### src/rtl/uart_rf_pkg.sv
package uart_rf_pkg;
  localparam int BYTE_W = 8;
  localparam int WIN    = 8;
  localparam int ERR_N  = 3;
  localparam int ERR_PAR = 0;
  localparam int ERR_FRM = 1;
  localparam int ERR_OVR = 2;

  typedef enum logic [2:0] {
    OFS_MODE = 3'd0,
    OFS_RATE = 3'd1,
    OFS_CTRL = 3'd2,
    OFS_TXD  = 3'd3,
    OFS_STAT = 3'd4,
    OFS_RXD  = 3'd5,
    OFS_AUXA = 3'd6,
    OFS_AUXB = 3'd7
  } ofs_e;

  typedef struct packed {
    logic       txie;
    logic       rxie;
    logic       txen;
    logic       rxen;
    logic       mpie;
    logic       teie;
    logic [1:0] clken;
  } ctrl_t;

  localparam logic [BYTE_W-1:0] RST_MODE = 8'h00;
  localparam logic [BYTE_W-1:0] RST_RATE = 8'hFF;
  localparam logic [BYTE_W-1:0] RST_TXD  = 8'hFF;
  localparam logic [BYTE_W-1:0] RST_RXD  = 8'h00;
  localparam logic [BYTE_W-1:0] RST_AUX  = 8'h00;
  localparam logic [BYTE_W-1:0] NO_REG   = 8'hFF;
endpackage

### src/rtl/uart_rf_rx.sv
module uart_rf_rx
  import uart_rf_pkg::*;
(
  input  logic              clk,
  input  logic              rst_n,
  input  logic              rd_rxd,
  input  logic              rd_stat,
  input  logic              wr_stat,
  input  logic [ERR_N-1:0]  wr_err,
  input  logic              ctrl_wr,
  input  logic              rie,
  input  logic              rx_fire,
  input  logic [BYTE_W-1:0] rx_byte,
  input  logic              brk,
  output logic [BYTE_W-1:0] rxd,
  output logic              rdrf,
  output logic [ERR_N-1:0]  err,
  output logic              irq_rx,
  output logic              irq_err
);
  logic [BYTE_W-1:0] rxd_q, rxd_n;
  logic              rdrf_q, rdrf_n;
  logic [ERR_N-1:0]  err_q, err_n, snap_q, snap_n;
  logic              eri_q, eri_n, rxi_q, rxi_n;

  always_comb begin
    rxd_n  = rxd_q;
    rdrf_n = rdrf_q;
    err_n  = err_q;
    snap_n = snap_q;
    eri_n  = eri_q;
    rxi_n  = 1'b0;
    if (rd_stat) snap_n = err_q;
    if (rd_rxd) rdrf_n = 1'b0;
    if (ctrl_wr && !rie) eri_n = 1'b0;
    if (wr_stat) begin
      err_n = wr_err;
      if ((snap_q != '0) && (err_n == '0)) eri_n = 1'b0;
    end
    if (rx_fire) begin
      if (rdrf_n) begin
        err_n[ERR_OVR] = 1'b1;
        if (rie) eri_n = 1'b1;
      end else begin
        rxd_n  = rx_byte;
        rdrf_n = 1'b1;
        rxi_n  = rie;
      end
    end
    if (brk) begin
      err_n[ERR_FRM] = 1'b1;
      if (rie) eri_n = 1'b1;
    end
  end

  always_ff @(posedge clk or negedge rst_n) begin
    if (!rst_n) begin
      rxd_q  <= RST_RXD;
      rdrf_q <= 1'b0;
      err_q  <= '0;
      snap_q <= '0;
      eri_q  <= 1'b0;
      rxi_q  <= 1'b0;
    end else begin
      rxd_q  <= rxd_n;
      rdrf_q <= rdrf_n;
      err_q  <= err_n;
      snap_q <= snap_n;
      eri_q  <= eri_n;
      rxi_q  <= rxi_n;
    end
  end

  assign rxd     = rxd_q;
  assign rdrf    = rdrf_q;
  assign err     = err_q;
  assign irq_rx  = rxi_q;
  assign irq_err = eri_q;
endmodule

### src/rtl/uart_rf_tx.sv
module uart_rf_tx
  import uart_rf_pkg::*;
(
  input  logic              clk,
  input  logic              rst_n,
  input  logic              ctrl_wr,
  input  logic              w_te,
  input  logic              tie,
  input  logic              teie,
  input  logic              wr_txd,
  input  logic [BYTE_W-1:0] wdata,
  input  logic              tx_done,
  output logic [BYTE_W-1:0] txd,
  output logic              tdre,
  output logic              tend,
  output logic              tx_start,
  output logic              irq_txe,
  output logic              irq_tend
);
  logic [BYTE_W-1:0] txd_q, txd_n;
  logic tdre_q, tdre_n, tend_q, tend_n, tei_q, tei_n;
  logic start_q, start_n, txi_q, txi_n;

  always_comb begin
    txd_n   = txd_q;
    tdre_n  = tdre_q;
    tend_n  = tend_q;
    tei_n   = tei_q;
    start_n = 1'b0;
    txi_n   = 1'b0;
    if (ctrl_wr) begin
      if (w_te) begin
        tdre_n = 1'b1;
        tend_n = 1'b1;
        txi_n  = tie;
      end
      if (!teie) tei_n = 1'b0;
    end
    if (wr_txd) begin
      txd_n = wdata;
      if (tend_n) begin
        tend_n  = 1'b0;
        tdre_n  = 1'b1;
        tei_n   = 1'b0;
        start_n = 1'b1;
        txi_n   = tie;
      end else begin
        tdre_n = 1'b0;
      end
    end
    if (tx_done && !start_n) begin
      if (!tdre_n) begin
        tend_n  = 1'b0;
        tdre_n  = 1'b1;
        tei_n   = 1'b0;
        start_n = 1'b1;
        txi_n   = tie;
      end else begin
        tend_n = 1'b1;
        if (teie) tei_n = 1'b1;
      end
    end
  end

  always_ff @(posedge clk or negedge rst_n) begin
    if (!rst_n) begin
      txd_q   <= RST_TXD;
      tdre_q  <= 1'b1;
      tend_q  <= 1'b1;
      tei_q   <= 1'b0;
      start_q <= 1'b0;
      txi_q   <= 1'b0;
    end else begin
      txd_q   <= txd_n;
      tdre_q  <= tdre_n;
      tend_q  <= tend_n;
      tei_q   <= tei_n;
      start_q <= start_n;
      txi_q   <= txi_n;
    end
  end

  assign txd      = txd_q;
  assign tdre     = tdre_q;
  assign tend     = tend_q;
  assign tx_start = start_q;
  assign irq_txe  = txi_q;
  assign irq_tend = tei_q;
endmodule

### src/rtl/uart_regfile.sv
module uart_regfile
  import uart_rf_pkg::*;
#(
  parameter int ADDR_W = 4
) (
  input  logic              clk,
  input  logic              rst_n,
  input  logic              bus_valid,
  input  logic              bus_write,
  input  logic [ADDR_W-1:0] bus_addr,
  input  logic [7:0]        bus_wdata,
  output logic [7:0]        bus_rdata,
  input  logic              rx_valid,
  output logic              rx_ready,
  input  logic [7:0]        rx_data,
  input  logic              line_break,
  output logic              tx_start,
  output logic [7:0]        tx_data,
  input  logic              tx_done,
  output logic              irq_rx,
  output logic              irq_err,
  output logic              irq_txe,
  output logic              irq_tend
);
  localparam int OFS_W = $clog2(WIN);

  logic       hit;
  ofs_e       ofs;
  logic       wr_mode, wr_rate, wr_ctrl, wr_txd, wr_stat, wr_auxa, wr_auxb;
  logic       rd_stat, rd_rxd;
  logic       port_on;
  ctrl_t      ctrl_q, ctrl_w;
  logic       rie_eff, tie_eff, teie_eff;
  logic [BYTE_W-1:0] mode_q, rate_q, auxa_q, auxb_q;
  logic       mpbt_q;
  logic       rx_fire;
  logic [BYTE_W-1:0] rxd, txd;
  logic       rdrf, tdre, tend;
  logic [ERR_N-1:0] err;
  logic [BYTE_W-1:0] stat;

  assign hit     = bus_valid && (bus_addr < ADDR_W'(WIN));
  assign ofs     = ofs_e'(bus_addr[OFS_W-1:0]);
  assign wr_mode = hit && bus_write && (ofs == OFS_MODE);
  assign wr_rate = hit && bus_write && (ofs == OFS_RATE);
  assign wr_ctrl = hit && bus_write && (ofs == OFS_CTRL);
  assign wr_txd  = hit && bus_write && (ofs == OFS_TXD);
  assign wr_stat = hit && bus_write && (ofs == OFS_STAT);
  assign wr_auxa = hit && bus_write && (ofs == OFS_AUXA);
  assign wr_auxb = hit && bus_write && (ofs == OFS_AUXB);
  assign rd_stat = hit && !bus_write && (ofs == OFS_STAT);
  assign rd_rxd  = hit && !bus_write && (ofs == OFS_RXD);

  assign ctrl_w   = ctrl_t'(bus_wdata);
  assign port_on  = ctrl_q.txen || ctrl_q.rxen;
  assign rie_eff  = wr_ctrl ? ctrl_w.rxie : ctrl_q.rxie;
  assign tie_eff  = wr_ctrl ? ctrl_w.txie : ctrl_q.txie;
  assign teie_eff = wr_ctrl ? ctrl_w.teie : ctrl_q.teie;

  assign rx_ready = ctrl_q.rxen;
  assign rx_fire  = rx_valid && rx_ready;

  always_ff @(posedge clk or negedge rst_n) begin
    if (!rst_n) begin
      mode_q <= RST_MODE;
      rate_q <= RST_RATE;
      ctrl_q <= '0;
      auxa_q <= RST_AUX;
      auxb_q <= RST_AUX;
      mpbt_q <= 1'b0;
    end else begin
      if (wr_mode && !port_on) mode_q <= bus_wdata;
      if (wr_rate && !port_on) rate_q <= bus_wdata;
      if (wr_ctrl) ctrl_q <= ctrl_w;
      if (wr_auxa) auxa_q <= bus_wdata;
      if (wr_auxb) auxb_q <= bus_wdata;
      if (wr_stat) mpbt_q <= bus_wdata[0];
    end
  end

  uart_rf_rx u_rx (
    .clk     (clk),
    .rst_n   (rst_n),
    .rd_rxd  (rd_rxd),
    .rd_stat (rd_stat),
    .wr_stat (wr_stat),
    .wr_err  (bus_wdata[5:3]),
    .ctrl_wr (wr_ctrl),
    .rie     (rie_eff),
    .rx_fire (rx_fire),
    .rx_byte (rx_data),
    .brk     (line_break),
    .rxd     (rxd),
    .rdrf    (rdrf),
    .err     (err),
    .irq_rx  (irq_rx),
    .irq_err (irq_err)
  );

  uart_rf_tx u_tx (
    .clk      (clk),
    .rst_n    (rst_n),
    .ctrl_wr  (wr_ctrl),
    .w_te     (ctrl_w.txen),
    .tie      (tie_eff),
    .teie     (teie_eff),
    .wr_txd   (wr_txd),
    .wdata    (bus_wdata),
    .tx_done  (tx_done),
    .txd      (txd),
    .tdre     (tdre),
    .tend     (tend),
    .tx_start (tx_start),
    .irq_txe  (irq_txe),
    .irq_tend (irq_tend)
  );

  assign tx_data = txd;
  assign stat    = {tdre, rdrf, err[ERR_OVR], err[ERR_FRM], err[ERR_PAR],
                    tend, 1'b0, mpbt_q};

  always_comb begin
    bus_rdata = NO_REG;
    if (bus_addr < ADDR_W'(WIN)) begin
      unique case (ofs)
        OFS_MODE: bus_rdata = mode_q;
        OFS_RATE: bus_rdata = rate_q;
        OFS_CTRL: bus_rdata = ctrl_q;
        OFS_TXD:  bus_rdata = txd;
        OFS_STAT: bus_rdata = stat;
        OFS_RXD:  bus_rdata = rxd;
        OFS_AUXA: bus_rdata = auxa_q;
        OFS_AUXB: bus_rdata = auxb_q;
        default:  bus_rdata = NO_REG;
      endcase
    end
  end
endmodule

### config.mk
export PLATFORM = sky130hd
export DESIGN_NAME = uart_regfile
export DESIGN_NICKNAME = d
export VERILOG_FILES = /design/src/rtl/uart_rf_pkg.sv /design/src/rtl/uart_rf_rx.sv /design/src/rtl/uart_rf_tx.sv /design/src/rtl/uart_regfile.sv
export SDC_FILE = /design/constraint.sdc
export NUM_CORES = 1
export LEC_CHECK = 0
export CORE_ASPECT_RATIO = 2
export CORE_MARGIN = 8
export CORE_UTILIZATION = 40
export DETAILED_ROUTE_END_ITERATION = 10
export DONT_BUFFER_PORTS = 1
export GPL_ROUTABILITY_DRIVEN = 0
export GPL_TIMING_DRIVEN = 0
export SYNTH_ARGS = -nofsm -noshare
export SYNTH_HDL_FRONTEND = slang
export SYNTH_SLANG_ARGS = --single-unit
export TNS_END_PERCENT = 30
### constraint.sdc
create_clock -name clk -period 3.25 [get_ports clk]
set_input_delay 0.325 -clock clk [delete_from_list [all_inputs] [get_ports clk]]
set_output_delay 0.325 -clock clk [all_outputs]
set_load 0.01 [all_outputs]
# After elaboration in Yosys (flattened, before gate mapping)
# Cells that the tools add are included.
# totals
ff_bits	71
in_bits	27
output_inout_bits	22
word_cells	110
# classes
n_lt_le_gt_ge	1
eq_ne	7
n_mux	47
bitwise_logic	1
reduce_logical	28
# op_table
op	count
$pmux W8 S8	1
$mux W1	44
$logic_and A1 B1 Y1	18
$eq A3 B3 Y1 const B	4
$mux W8	1
$eq A3 B2 Y1 const B	2
$logic_not A3 Y1	2
$logic_not A1 Y1	4
$lt A4 B4 Y1 const B	1
$eq A3 B1 Y1 const B	1
$mux W3	1
$reduce_bool A3 Y1	1
$reduce_and A2 Y1	1
$reduce_bool A2 Y1	1
$logic_or A1 B1 Y1	1
$not A1 Y1	1

# Logic depth before layout (Yosys ltp)
# Gate-level depths: netlist (run 1).
# logic_depth
ltp_word	15
mapped_depth	6
ltp_nobuf	4

# By module
# Synthesis (run 1) repeated with hierarchy kept, for this count alone.
# unflattened
hier_cells	284
hier_area_um2	3469.6
# modules_own_cells
module	n_inst	cells_per_inst	area_per_inst_um2	seq_area_each_um2
uart_regfile	1	198	2264.7	1036.0
uart_rf_rx	1	46	673.1	425.4
uart_rf_tx	1	40	531.8	337.8

# Worst setup path after synthesis (run 1)
# No wires, ideal clock.
# synth_timing
kind	input -> output
start	input port bus_addr[2]
end	output port bus_rdata[7]
arrival_ps	1467
required_time_ps	2925
slack_ps	1458
cell_stages	6
cell_sequence	buf_2 > buf_1 > nor2_1 > o21a_1 > a2111oi_0 > o21bai_1
# synth_between
elab_chain_cells	3
elab_cells_between_ends	11
# synth_rtl
item	line	source
start: declaration	uart_regfile.sv:10	input logic [ADDR_W-1:0] bus_addr,
$eq A3 B3 Y1 (tied with other cells)	uart_regfile.sv:125	unique case (ofs)
$pmux W8 S8	uart_regfile.sv:125	
$mux W8 *	uart_regfile.sv:124	if (bus_addr < ADDR_W'(WIN)) begin
end: declaration	uart_regfile.sv:12	output logic [7:0] bus_rdata,
# Mark *: on every way between the ends. The rest lies on a longest branch, timed or not.

# Worst setup path in the final report (run 1)
# Ends and elaborated chain as after synthesis.

==> flow_summary.json, run 1 <==
{
  "cts_buffer_depth": 2,
  "synthMuxAreaShare_pct": 24.9,
  "grt_use_met2_pct": 27.7,
  "rows": 48,
  "via_count": 2318,
  "wirelength_um": 9360,
  "finalPower_mw": 2.54,
  "met1_usage_pct": 18.0,
  "path_max_fanout": 10,
  "chipHeight_um": 148,
  "syn_area_mm2": 0.00350,
  "cts_tree": "done",
  "critPathLaunchType": "input port",
  "drt_first_iter_violations": 121,
  "final-setup-viol-count": 0,
  "power_density_mw_per_mm2": 644,
  "yosys-top-cells-count": "55 x mux2_2, 53 x dfrtp_1, 22 x nand2_1",
  "finalHoldViolCount": 0,
  "io_pins": 49,
  "synth_flop_cell": "dfrtp_1",
  "synth_top_area_share_pct": 37.9,
  "via_per_inst": 5.91,
  "drive_above_1_share_pct": 37.7,
  "drc": 0,
  "place_ws_ns": 0.998,
  "antenna_found_initial": 0,
  "skew_ns": 0.00303,
  "die_w_um": 82.2,
  "fin_area_mm2": 0.00394,
  "core_area_mm2": 0.00859,
  "tightestPinTransition_ns": 0.884,
  "port_buffers": 0,
  "holdWs_ns": 0.102,
  "insertion_delay_ns": 0.33,
  "grt_max_degree": 72,
  "clk_pin_slew_ns": 0.05,
  "finalSetupTns_ns": 0,
  "n_fill_cell": 807,
  "yosysTopAreaCell": "dfrtp_1",
  "synth_compound_area_share_pct": 8.47,
  "synth.most_common_cell": "mux2_2",
  "layoutNonFillerInstCount": 392,
  "numCtsBuffers": 9,
  "dp_hpwl_um": 6630,
  "endpoint_kind": "primary output",
  "ant_nets": 0,
  "async_reset_ff_share_pct": 100,
  "post_cts_buffers": 0,
  "diodes": 0,
  "netlist_instances": 274,
  "syn_nets": 301,
  "maxCapViolCount": 0,
  "gr-usage-met3_pct": 5.20,
  "synthTopCellsByArea": "dfrtp_1 38%, mux2_2 18%, dfstp_2 14%, mux4_2 2.6%, nand2_1 2.4%",
  "nets": 314,
  "first_global_vias": 2441,
  "htreeDepth": 3,
  "seq_area_frac_synth_pct": 51.4,
  "yosys_register_bits": 71,
  "yosys.area_share.simple_pct": 12.8,
  "cp_data_arrival_time_ns": 1.94,
  "cts_root_buf": "clkbuf_16",
  "place_inst": 374,
  "fin_ws_ns": 0.989,
  "track_usage_pct": 16.5,
  "min_period_over_period_pct": 69.6,
  "cts_sinks": 71,
  "path_class": "input port to primary output",
  "drt-pass1-iter-count": 4,
  "synth-edff-count": 0,
  "yosysWarningCount": 0,
  "finalMaxSlewViolations": 0,
  "yosysUniqueCellTypes": 53,
  "syn_to_final_growth_pct": 12.4,
  "utilization_pct": 45.8,
  "initial_core_util_pct": 40.8,
  "synth_area_per_cell_um2": 12.8,
  "synthAdderAreaFrac_pct": 0,
  "vdd_drop_max_mv": 0.280,
  "dieArea_mm2": 0.0122,
  "placed_cell_area_mm2": 0.00363,
  "p_leak_nw": 1.71,
  "grt-ovfl-total": 0,
  "min_path_type": "input port to register",
  "cp.required_ns": 2.92,
  "rsz0062_at_grt": "no",
  "synth_top_family_by_area": "multiplexers",
  "grt_pass1_wl_um": 14500,
  "grt-busiest-layer": "met2",
  "period_needed_ns": 2.26,
  "yosys.area_share.xor_xnor_pct": 0,
  "slew_headroom_pct": 40.8,
  "outcome": "complete, no violations",
  "fmax_mhz": 442,
  "wl_per_cell_um": 23.9,
  "cts_resized": 0
}
==> what timing repair did <==
action / 4_1_cts / 5_1_grt
endpoints found under the hold margin: 71 / 0
hold buffers: 2 / 0
endpoints found under the setup margin: 0 / 0
==> report_power, final <==
group          leakage [nW]  internal (mW)  switching [mW]
combinational         0.731          0.229           0.166
clock                 0.131          0.560           0.345
sequential            0.850           1.10           0.134
==> cell families (layout without fill, tap and decap cells) <==
| family | count (synthesis) | after routing |
|---|---|---|
| flip-flops | 71 | 71 |
| AND/OR/NAND/NOR | 75 | 75 |
| buffers and inverters | 17 | 35 |
| AO/OA/AOI/OAI | 40 | 40 |
| multiplexers | 71 | 71 |
==> path summary, 6_finish.rpt <==
check                      depth (start not counted)  slack [ns]         start      endpoint
max                                                6        0.99   bus_addr[2]  bus_rdata[7]
min                                                2        0.10  bus_wdata[3]     ctrl_q[3]
max reg2reg                                        3        1.67      rx_ready   u_rx.rxd[1]
min reg2reg                                        2        0.48     ctrl_q[0]     ctrl_q[0]
max in group asynchronous                          2        2.37         rst_n   u_tx.txd[1]
min in group asynchronous                          2        0.54         rst_n   u_rx.err[0]
==> cell usage in the layout, fill, tap and decap left out, drive strengths merged, types with 2 or more instances in the layout <==
cell type  instances
a211o              3
a211oi             5
a21oi              5
a22o               2
buf               10
clkbuf            19
dfrtp             53
dfstp             18
inv                5
mux2              57
mux2i              8
mux4               6
nand2             23
nand2b             4
nand3              4
nand3b             5
nand4b             2
nor2              18
nor2b              5
nor3               5
nor3b              2
o21ai             10
o21bai             4
or3                2
==> sequential cells by signal (all words and copies together) (netlist names), 3 cells and up <==
| name | cells |
|---|---|
| auxa_q | 8 |
| auxb_q | 8 |
| mode_q | 8 |
| rate_q | 8 |
| u_rx.rxd | 8 |
| u_tx.txd | 8 |
| ctrl_q | 7 |
| u_rx.err | 3 |
| u_rx.snap_q | 3 |
==> final cells by class <==
class                      instances  area (um2)  area share, %
timing repair buffer               2        37.5          0.954
tap                              100         125           3.18
multi-input combinational        186        1620           41.1
inverter                           5        18.8          0.477
buffer                            12        66.3           1.68
sequential                        71        1800           45.7
clock buffer                      16         272           6.90
==> routing by layer <==
metal | wire, um | vias to the layer above | part of all wire (%)
met4 | 261 | 0 | 2.8
met3 | 576 | 17 | 6.2
met1 | 3490 | 1213 | 37
li1 | - | 1027 | -
met2 | 5030 | 61 | 54
met5 | 0 | - | 0
==> critical path, cell delays in order <==
cell	delay [ns]
buf_2	0.19
buf_1	0.53
nor2_1	0.16
o21a_1	0.15
a2111oi_0	0.37
o21bai_1	0.21
Note: power is estimated with default switching activity, not from simulation.
==> run 2: changes to the inputs <==
Settings changed: ABC_AREA set to 1.
Clock period 3.25 ns to 2.3 ns, I/O delays scaled along.
==> flow_summary.json, run 2 <==
{
  "outcome": "complete, no violations",
  "wirelength_um": 9340,
  "min_period_over_period_pct": 69.9,
  "first_global_vias": 2820,
  "dp_hpwl_um": 7070,
  "gr-usage-met3_pct": 5.57,
  "rows": 47,
  "endpoint_kind": "primary output",
  "path_max_fanout": 9,
  "syn_nets": 416,
  "cts_sinks": 71,
  "initial_core_util_pct": 41.0,
  "maxCapViolCount": 0,
  "yosysWarningCount": 0,
  "p_leak_nw": 1.76,
  "finalPower_mw": 3.41,
  "io_pins": 49,
  "min_path_type": "input port to register",
  "ant_nets": 0,
  "cp_data_arrival_time_ns": 1.38,
  "diodes": 0,
  "rsz0062_at_grt": "no",
  "via_count": 2687,
  "syn_area_mm2": 0.00337,
  "power_switching_uw": 942,
  "tightestPinTransition_ns": 0.562,
  "reg2reg_slack_ns": 0.73,
  "sw_frac_of_total_pct": 27.6,
  "grt_max_degree": 72,
  "mostFrequentLayoutCell": "nand2_1",
  "rr_startpoint": "rx_ready",
  "dieArea_mm2": 0.0118,
  "synth_flop_cell": "dfrtp_1",
  "grt_pass1_wl_um": 15100,
  "syn_to_final_growth_pct": 13.4,
  "synth_area_per_cell_um2": 8.67,
  "clk_pin_slew_ns": 0.06,
  "final-setup-viol-count": 0,
  "hold_start": "line_break",
  "via_per_inst": 5.30,
  "finalMaxSlewViolations": 0,
  "period_needed_ns": 1.61,
  "yosys_register_bits": 71,
  "grt-busiest-layer": "met2",
  "yosys-top-cells-count": "88 x nand2_1, 53 x dfrtp_1, 53 x inv_1",
  "seqCellArea_mm2": 0.00180,
  "skew_ns": 0.00625,
  "p_int_mw": 2.47,
  "power_density_mw_per_mm2": 892,
  "drt-pass1-iter-count": 4,
  "wl_per_cell_um": 18.4,
  "layout_common_cells": "88 x nand2_1, 53 x inv_1, 53 x dfrtp_1, 52 x o21ai_0, 27 x nor2_1",
  "async_reset_ff_share_pct": 100,
  "htreeDepth": 3,
  "synthTopCellsByArea": "dfrtp_1 39%, dfstp_2 14%, nand2_1 9.8%, o21ai_0 7.7%, inv_1 5.9%",
  "power_frac_clock_pct": 37.8,
  "chipHeight_um": 146,
  "yosysUniqueCellTypes": 31,
  "core_area_mm2": 0.00823,
  "multi_input_area_mm2": 0.00129,
  "insertion_delay_ns": 0.34,
  "utilization_pct": 46.5,
  "path_class": "input port to primary output",
  "synth-edff-count": 0,
  "netlist_instances": 389,
  "port_buffers": 0,
  "track_usage_pct": 17.2,
  "synth_top_area_share_pct": 39.3,
  "combPwrFrac_pct": 14.2,
  "grt_use_met2_pct": 29.5,
  "antenna_found_initial": 0,
  "die_w_um": 80.9,
  "cts_tree": "done",
  "cts_resized": 0,
  "synth.most_common_cell": "nand2_1",
  "yosysTopAreaCell": "dfrtp_1",
  "vdd_drop_max_mv": 0.492,
  "drt_first_iter_violations": 136,
  "cts_root_buf": "clkbuf_16",
  "cp.required_ns": 2.07,
  "seq_power_share_pct": 48.0,
  "numCtsBuffers": 9,
  "finalSetupTns_ns": 0,
  "slew_headroom_pct": 62.4,
  "fmax_mhz": 622,
  "met1_usage_pct": 16.5,
  "finalHoldViolCount": 0,
  "n_fill_cell": 832,
  "grt-ovfl-total": 0,
  "seq_area_frac_synth_pct": 53.3,
  "drive_above_1_share_pct": 17.4,
  "drc": 0,
  "startpoint": "bus_addr[2]",
  "critPathLaunchType": "input port",
  "nets": 431,
  "cts_buffer_depth": 2
}
-- run 2: cell types whose count changed after synthesis, sizes merged, moves of 10 or more --
cell and change:
a21oi +12, inv +54, mux2 -57, nand2 +68, nand3 +10, nand4 +10
nor2 +13, o21ai +52, o22ai +16
-- run 2: power groups by stage --
stage                     Clock [mW]  Sequential, mW  Combinational (mW)
after floorplan                    0            1.62               0.358
after global placement             0            1.66               0.439
after detailed placement           0            1.66               0.451
after CTS                       1.32            1.64               0.491
after global routing            1.37            1.67               0.555
final                           1.29            1.64               0.484
-- run 2: through the flow --
step                      hold WS, ns  cell area (um2)  worst slack [ns]  cells
after detailed placement      -0.0638             3500             0.628    487
after CTS                    0.000761             3830             0.667    507
after global placement        -0.0638             3500             0.637    487
final                         0.00670             3830             0.693    507
after floorplan               -0.0656             3370              1.01    389
after global routing          0.00833             3830             0.573    507
-- run 2: kinds of logic (layout without fill, tap and decap cells) --
family                 count (synthesis)  count (layout)  synth area share, %
AOI/OAI and AO/OA                     99              99                 16.4
DFF                                   71              71                 53.3
buffers and inverters                 69              89                 8.35
and+or+nand+nor                      150             150                 21.9
-- run 2: final timing paths --
check / endpoint / depth (start not counted)
worst max-delay path: bus_rdata[3] / 6
worst min-delay path: u_rx.err[1] / 1
worst max register to register: rate_q[5] / 4
worst min register to register: mode_q[2] / 2
max in group asynchronous: u_tx.txd[6] / 2
min in group asynchronous: ctrl_q[2] / 2
-- run 2: what timing repair did --
item,CTS,global route
hold endpoints to repair,73,0
hold buffers,4,0
buffers inserted,0,0
-- run 2: layout make-up --
type | count | area share [%]
Clock buffer | 15 | 7.00
Timing Repair Buffer | 4 | 1.50
Tap cell | 98 | 3.20
Inverter | 60 | 5.89
Multi-Input combinational cell | 249 | 33.8
Clock inverter | 1 | 0.131
Buffer | 9 | 1.47
Sequential cell | 71 | 47.0
-- run 2: metal layers --
metal	vias to the layer above	share of wire, %
met2	63	54
met5	-	0
met3	27	5.7
li1	1305	-
met1	1292	35
met4	0	4.9
-- run 2: worst max-delay path: stages --
cell and delay [ns]:
buf_2 0.20, inv_2 0.10, nand3_1 0.08, clkinv_1 0.29
a21oi_1 0.26, nand4_1 0.21
==> run 3: changes to the inputs <==
Clock period 2.3 ns to 1.3 ns, I/O delays scaled along.
==> flow_summary.json, run 3 (synthesis gave the netlist of run 2 again) <==
{
  "outcome": "complete, but fails checks",
  "violations": "negative hold slack, negative setup slack",
  "layout_common_cells": "88 x nand2_1, 52 x dfrtp_1, 50 x o21ai_0, 46 x inv_1, 25 x nor2_1",
  "grt-ovfl-total": 0,
  "holdWs_ns": -0.516,
  "critPathLaunchType": "register",
  "met3_length_um": 513,
  "tightestPinTransition_ns": 0.571,
  "clk_pin_slew_ns": 0.05,
  "cpPeakStageDelay_ns": 0.50,
  "combPwrFrac_pct": 14.6,
  "rsz0062_at_grt": "yes",
  "cts_sinks": 71,
  "period_needed_ns": 1.46,
  "initial_core_util_pct": 41.0,
  "port_buffers": 0,
  "finalSetupTns_ns": -1.37,
  "cp_data_arrival_time_ns": 1.33,
  "drt-pass1-iter-count": 4,
  "slew_headroom_pct": 61.8,
  "diodes": 0,
  "dieArea_mm2": 0.0118,
  "core_area_mm2": 0.00823,
  "syn_to_final_growth_pct": 18.9,
  "chipHeight_um": 146,
  "numCtsBuffers": 9,
  "n_fill_cell": 811,
  "ant_nets": 0,
  "nets": 447,
  "vdd_drop_max_mv": 0.873,
  "cts_hold_buf": 19,
  "track_usage_pct": 17.5,
  "cp.buffers_inverters": 1,
  "slowest_stage": "dfrtp_2",
  "drive_above_1_share_pct": 20.0,
  "rows": 47,
  "power_switching_mw": 1.69,
  "io_pins": 49,
  "mostFrequentLayoutCell": "nand2_1",
  "utilization_pct": 48.7,
  "cts_buffer_depth": 2,
  "finalHoldViolCount": 71,
  "p_int_mw": 4.41,
  "endpoint_kind": "primary output",
  "power_density_mw_per_mm2": 1520,
  "path_max_fanout": 5,
  "crit_chain": "inv_2 -> o22ai_2 -> a21oi_1 -> nand4_1",
  "fin_ws_ns": -0.163,
  "wl_met1_um": 3480,
  "seqCellArea_mm2": 0.00180,
  "path_class": "register to primary output",
  "drt_first_iter_violations": 169,
  "finalPower_mw": 6.10,
  "dp_hpwl_um": 7070,
  "die_w_um": 80.9,
  "htreeDepth": 3,
  "min_period_over_period_pct": 113,
  "grt_max_degree": 72,
  "p_leak_nw": 1.81,
  "via_per_inst": 5.28,
  "skew_ns": 0.00704,
  "cts_tree": "done",
  "final-setup-viol-count": 16,
  "wirelength_um": 9700,
  "min_path_type": "input port to async pin",
  "dr.max_layer_used": "met4",
  "multi_input_area_mm2": 0.00133,
  "maxCapViolCount": 0,
  "drc": 0,
  "finalMaxSlewViolations": 0,
  "insertion_delay_ns": 0.34,
  "cp.required_ns": 1.17,
  "via_count": 2762,
  "antenna_found_initial": 0,
  "seq_power_share_pct": 47.9,
  "grt_pass1_wl_um": 15500,
  "wl_met2_um": 5230,
  "sw_frac_of_total_pct": 27.6,
  "wl_per_cell_um": 18.5,
  "first_global_vias": 2930,
  "crit_family": "flip-flops",
  "cts_root_buf": "clkbuf_16",
  "power_frac_clock_pct": 37.5,
  "fmax_mhz": 684
}
-- run 3: repair_timing --
action | in CTS | in global routing
pin swaps | 5 | 9
setup endpoints to repair | 24 | 27
endpoints found under the hold margin | 131 | 71
setup buffers | 0 | 0
gates resized for setup | 6 | 15
gates cloned | 0 | 1
-- run 3: final cells by class --
type | instances | area share, %
clock inverter | 1 | 0.125
multi-input combinational | 249 | 33.1
clock buffer | 15 | 6.68
timing repair inverter | 1 | 0.125
buffer | 9 | 1.56
inverter | 60 | 5.71
timing repair buffer | 19 | 4.74
sequential | 71 | 44.9
tap | 98 | 3.06
-- run 3: path summary, 6_finish.rpt --
check | from | end | cells past startpoint | slack [ns]
setup / recovery | rx_ready | bus_rdata[4] | 4 | -0.16
hold / removal | rst_n | u_tx.tx_start | 0 | -0.52
setup reg to reg | rx_ready | rate_q[1] | 4 | -0.08
hold reg to reg | mode_q[7] | mode_q[7] | 2 | 0.48
max in group asynchronous | rst_n | rate_q[1] | 0 | 1.61
min in group clk | bus_wdata[1] | u_tx.txd[1] | 2 | 0.01
-- run 3: metrics by stage --
stage	worst slack, ns	cells	instance area, um2	hold WS (ns)
after detailed placement	-0.289	487	3500	-0.164
final	-0.163	523	4010	-0.516
after floorplan	0.0561	389	3370	-0.166
after global placement	-0.263	487	3500	-0.164
after CTS	-0.179	522	3970	-0.528
after global routing	-0.238	523	4010	-0.526
-- run 3: power by group through the flow --
stage	logic, mW	registers [mW]	clock network [mW]
3_3_place_gp	0.777	2.93	0
2_1_floorplan	0.634	2.87	0
5_1_grt	1.01	2.97	2.43
3_5_place_dp	0.798	2.94	0
4_1_cts	0.879	2.92	2.33
6_report	0.889	2.92	2.29
-- run 3: metal layers --
metal  vias up  track usage (%)
met3        27             5.57
met1      1330             17.0
met4         0             10.2
li1       1343                -
met5         -                0
met2        62             30.6
